`config.mk`:
```
export PLATFORM = sky130hd
export DESIGN_NAME = dacc_exc_rec
export DESIGN_NICKNAME = d
export VERILOG_FILES = /design/src/rtl/dacc_chk_pkg.sv /design/src/rtl/dacc_exc_rec.sv
export SDC_FILE = /design/constraint.sdc
export NUM_CORES = 1
export LEC_CHECK = 0
export CAP_MARGIN = 20
export CORE_ASPECT_RATIO = 2
export CORE_MARGIN = 3
export CORE_UTILIZATION = 37
export DETAILED_ROUTE_END_ITERATION = 8
export PLACE_DENSITY = 0.88
export SLEW_MARGIN = 20
export SYNTH_ARGS = -nofsm -noshare
export SYNTH_HDL_FRONTEND = slang
export SYNTH_SLANG_ARGS = --single-unit
```
`constraint.sdc`:
```
create_clock -name clk -period 1.2 [get_ports clk]
set_clock_uncertainty 0.05 [all_clocks]
set_input_delay 0.18 -clock clk [delete_from_list [all_inputs] [get_ports clk]]
set_output_delay 0.18 -clock clk [all_outputs]
set_load 0.01 [all_outputs]
```
`src/rtl/dacc_chk_pkg.sv`:
```
package dacc_chk_pkg;

  // Cause codes carried in the low bits of the status word
  localparam int CAUSE_W = 5;

  typedef enum logic [CAUSE_W-1:0] {
    CAUSE_NONE     = 5'd0,
    CAUSE_MISALIGN = 5'd1,
    CAUSE_STACK    = 5'd7
  } cause_e;

  // Fixed field positions that the exception handler decodes
  localparam int RD_LSB   = 5;
  localparam int WR_BIT   = 10;
  localparam int WORD_BIT = 11;

  // Kind of fault chosen for one access
  typedef enum logic [1:0] {
    FLT_NONE  = 2'd0,
    FLT_ALIGN = 2'd1,
    FLT_STACK = 2'd2
  } fault_e;

endpackage

```
`src/rtl/dacc_exc_rec.sv`:
```
module dacc_exc_rec
  import dacc_chk_pkg::*;
#(
  parameter int ADDR_W = 32,
  parameter int RD_W   = 5,
  parameter int STAT_W = 32
) (
  input  logic              clk,
  input  logic              rst_n,
  input  logic              acc_fire,
  input  logic [ADDR_W-1:0] addr,
  input  logic              wr,
  input  logic [RD_W-1:0]   rd,
  input  logic              misaligned,
  input  logic              is_word,
  input  logic              stk_viol,
  input  logic              exc_en,
  output logic [ADDR_W-1:0] fault_addr,
  output logic [STAT_W-1:0] fault_status,
  output logic              trap_req
);

  localparam int PAD_W = STAT_W - (WORD_BIT + 1);

  fault_e            kind;
  logic [STAT_W-1:0] align_word;
  logic [STAT_W-1:0] stack_word;
  logic [STAT_W-1:0] next_status;
  logic              take;
  logic              next_trap;

  // Misalignment outranks the stack window
  always_comb begin
    kind = FLT_NONE;
    if (acc_fire) begin
      if (misaligned)    kind = FLT_ALIGN;
      else if (stk_viol) kind = FLT_STACK;
    end
  end

  assign align_word = {{PAD_W{1'b0}}, is_word, wr, rd, CAUSE_MISALIGN};
  assign stack_word = {{(STAT_W-CAUSE_W){1'b0}}, CAUSE_STACK};

  always_comb begin
    take        = 1'b0;
    next_trap   = 1'b0;
    next_status = fault_status;
    unique case (kind)
      FLT_ALIGN: begin
        take        = 1'b1;
        next_status = align_word;
        next_trap   = exc_en;
      end
      FLT_STACK: begin
        take        = 1'b1;
        next_status = stack_word;
        next_trap   = 1'b1;
      end
      default: ;
    endcase
  end

  always_ff @(posedge clk) begin
    if (!rst_n) begin
      fault_addr   <= '0;
      fault_status <= '0;
      trap_req     <= 1'b0;
    end else begin
      trap_req <= next_trap;
      if (take) begin
        fault_addr   <= addr;
        fault_status <= next_status;
      end
    end
  end

  assert_align_captures_addr_R2 : assert property (
    @(posedge clk) disable iff (!rst_n)
    (acc_fire && misaligned) |=> (fault_addr == $past(addr))
  );

  assert_align_status_fields_R3 : assert property (
    @(posedge clk) disable iff (!rst_n)
    (acc_fire && misaligned) |=>
      (fault_status[CAUSE_W-1:0] == CAUSE_MISALIGN) &&
      (fault_status[WR_BIT] == $past(wr)) &&
      (fault_status[WORD_BIT] == $past(is_word))
  );

  assert_align_quiet_when_disabled_R4 : assert property (
    @(posedge clk) disable iff (!rst_n)
    (acc_fire && misaligned && !exc_en) |=> !trap_req
  );

  assert_stack_always_traps_R6 : assert property (
    @(posedge clk) disable iff (!rst_n)
    (acc_fire && stk_viol && !misaligned) |=>
      (trap_req && fault_status[CAUSE_W-1:0] == CAUSE_STACK)
  );

  assert_align_wins_R7 : assert property (
    @(posedge clk) disable iff (!rst_n)
    (acc_fire && misaligned && stk_viol) |=>
      (fault_status[CAUSE_W-1:0] == CAUSE_MISALIGN)
  );

  assert_trap_follows_access_R8 : assert property (
    @(posedge clk) disable iff (!rst_n)
    trap_req |-> $past(acc_fire)
  );

  assert_idle_holds_state_R9 : assert property (
    @(posedge clk) disable iff (!rst_n)
    !acc_fire |=> ($stable(fault_addr) && $stable(fault_status) && !trap_req)
  );

endmodule

```
==> results.md <==
* Result of the run: completed
* Instance count after placement with tap cells included at ~340
* Dpl hpwl at around 3400 µm
* Maximum buffer depth of the clock tree at 2
* Ratio of final minimum period to clock period at a little over nine tenths
* Post-synthesis average cell area at between 8 and 9 µm²
* Chip width at roughly 56 µm
* Type of the worst min-delay path: in -> reg
* Number of levels the H-tree was split into at 2
* Cells taking the most area after synthesis: dfxtp_1 46%, mux2i_1 18%, nand2_1 16%
* Upper clock frequency limit at 865 MHz
* Initial DRC count at 14
* Post-synth ARST share at 0%
* Kind of cell with the highest combined delay on the critical path: flip-flops
* Seq cells post-synth at 42
* TritonCTS clock tree: yes
* Share of synthesized area occupied by flip-flops and latches at between 40% and 50%
* Number of search-and-repair iterations in the first detailed-routing pass at 4
* FP Rows at 35
* Kind of start point of the critical path: register
* Largest net degree at the start of global routing at 46
* Worst setup timing slack at the placement stage at -0.224 ns
* Worst reg2reg path depth at 2
* Yosys warning count at 0
* Layout cells sized above 1 at approximately 6%
* Hold depth at 4
* Drt drc at 0
* Overall die area at 0.00588 mm²
* CP Capture Type: primary output
* Leading area contributor after synthesis: dfxtp_1
* # fillers at between 400 and 500
* Final instance area at 0.00272 mm²
* Critical-path cell with the highest stage delay: dfxtp_1
* Later-pin clock latency in the skew report at 0.28 ns
* Mapped Cells at ~210
* Static leakage at roughly 1.3 nW
* Total power per unit cell area at about 1100 mW/mm²
* Number of violations of the max-capacitance limit at 0
* Count of flip-flops with a built-in enable after synthesis at 0
* Net count of the finished layout at around 340
* Start of the worst register-to-register path: fault_status[2]$_SDFFE_PN0P_
* Area of the multi-input gates at roughly 790 µm²
* Setup Total Neg Slack at 0 ns
* Capturing instance or port of the critical path: fault_addr[0]
* Data arrival time of the critical path at between 0.9 and 1 ns
* DR WL/cell at between 10 and 15 µm
* Count of endpoints failing setup in the final report at 0
* Area growth from synthesis to layout at 48.2%
* Die boundary height at approximately 110 µm
* Number of stages on the worst setup path at 1
* # Post-CTS Setup Buffers at 0
* Worst setup margin at ~0.043 ns
* Top_reg_cell synth: dfxtp_1
* Crit-path cells: dlygate4sd2_1
* Power consumption at around 3.0 mW
* Routability cong. at around 0.73
* IO Count at between 100 and 150
* Number of antenna violations at the first check in global routing at 0
* Initial Util at 39.1%
* CTS Buf Count at 5
* Slew Limit Fails at 0
* Synth top cells by count: 80 x nand2_1, 42 x dfxtp_1, 33 x mux2i_1
* Wire length of the first global-routing pass at roughly 7000 µm
* Post-Syn Area at approximately 0.0018 mm²
* Highest cell delay on the worst timing path at about 0.33 ns
* Clock transition at the registers of the reported paths at ~0.080 ns
* Area occupied by registers at about 840 µm²
* Total number of clock tree sinks at between 40 and 50
* Worst reg2reg endpoint: fault_status[2]$_SDFFE_PN0P_
* Number of antenna repair diodes at 0
* Share of the synthesized area in the top cell type at between 40% and 50%
* Largest driver fanout on the critical path at 2
* Leftover overflow at the end of global routing at 0
* Critical path buffers and inverters at 1
* Number of I/O port buffers at between 80 and 90
* Min Clock Period, post-route at 1.16 ns
* Number of distinct library cell variants in the gate-level netlist after synthesis at 14
* Core Area at about 0.0047 mm²
* CTS hold repair buffers at 0
* Number of global-route vias before repair at 1497
* Data required time at the worst endpoint at slightly below 1 ns
* Routed Antenna Nets at 0
* Buffer type at the clock tree root: clkbuf_8
* CTS-repair resized insts at 43
* Peak supply drop at 0.992 mV
* Unrepaired setup endpoints after global routing: no
* Detailed-route wire length at 4350 µm
* Placement Cell Area at 0.00268 mm²
* Reg2reg setup slack at approximately 0.44 ns
* Most common cell in the synthesized netlist: nand2_1
* Source of the critical timing path: fault_addr[0]$_SDFFE_PN0P_
* Avg Vias per Cell at roughly 4.5
* Crit Path Class: reg -> out
* Count of endpoints failing hold in the final timing report at 0
* Via count at 1555
* Total GRT Usage at approximately 15%
* Final cell count without fillers at 347
-- cell families after synthesis --
family | share of synthesized area [%]
mux | 18.0
compound gates | 3.48
buf+inv | 15.3
other cells | 0.205
simple gates | 17.1
flops | 45.9
-- final cells by class --
type,count,area share (%)
clock buffers,7,3.18
multi-input cells,147,29.1
clock inverters,1,0.184
flip-flops and latches,42,31.0
repair buffers,95,34.0
well taps,55,2.53
-- flip-flops by register name (all words and copies together) (netlist names) --
| register | count |
|---|---|
| fault_addr | 32 |
| fault_status | 9 |
| trap_req | 1 |
-- cell usage in the layout, fill, tap and decap left out, drive strengths merged --
| master | count |
|---|---|
| nand2 | 80 |
| clkdlybuf4s50 | 43 |
| dlygate4sd2 | 43 |
| dfxtp | 42 |
| mux2i | 33 |
| conb | 22 |
| buf | 9 |
| o22ai | 7 |
| clkbuf | 7 |
| o21a | 2 |
| a21oi | 1 |
| and3b | 1 |
| nor2 | 1 |
| clkinv | 1 |
-- how the worst min path moves through the flow --
| stage | startpoint | end | slack, ns |
|---|---|---|---|
| final | rst_n | fault_addr[10]$_SDFFE_PN0P_ | 0.32 |
| after global placement | fault_addr[0]$_SDFFE_PN0P_ | fault_addr[0]$_SDFFE_PN0P_ | 0.39 |
| after global routing | rst_n | fault_status[0]$_SDFFE_PN0P_ | 0.32 |
| after floorplan | acc_fire | trap_req$_SDFF_PN0_ | 0.25 |
| after detailed placement | fault_addr[0]$_SDFFE_PN0P_ | fault_addr[0]$_SDFFE_PN0P_ | 0.40 |
| after CTS | rst_n | fault_addr[11]$_SDFFE_PN0P_ | 0.31 |
-- power by group --
group	internal (mW)	switching, mW	total, mW	leakage, nW
clock network	0.464	0.446	0.910	0.0482
logic	0.320	0.266	0.586	0.934
registers	1.48	0.0395	1.52	0.346
total	2.26	0.752	3.01	1.33
-- routing by layer --
layer / part of all wire [%] / track usage, % / vias to the layer above
li1: - / - / 782
met1: 35 / 14.3 / 697
met2: 56 / 27.9 / 66
met3: 5.5 / 2.94 / 10
met4: 4.2 / 9.39 / 0
met5: 0 / 0 / -
-- stage by stage --
step / hold slack (ns) / utilization, %
after global placement: 0.391 / 57.1
after floorplan: 0.249 / -
after detailed placement: 0.399 / 57.1
final: 0.319 / 57.9
after global routing: 0.316 / 57.9
after CTS: 0.309 / 57.9
Note: power is estimated with default switching activity, not from simulation.
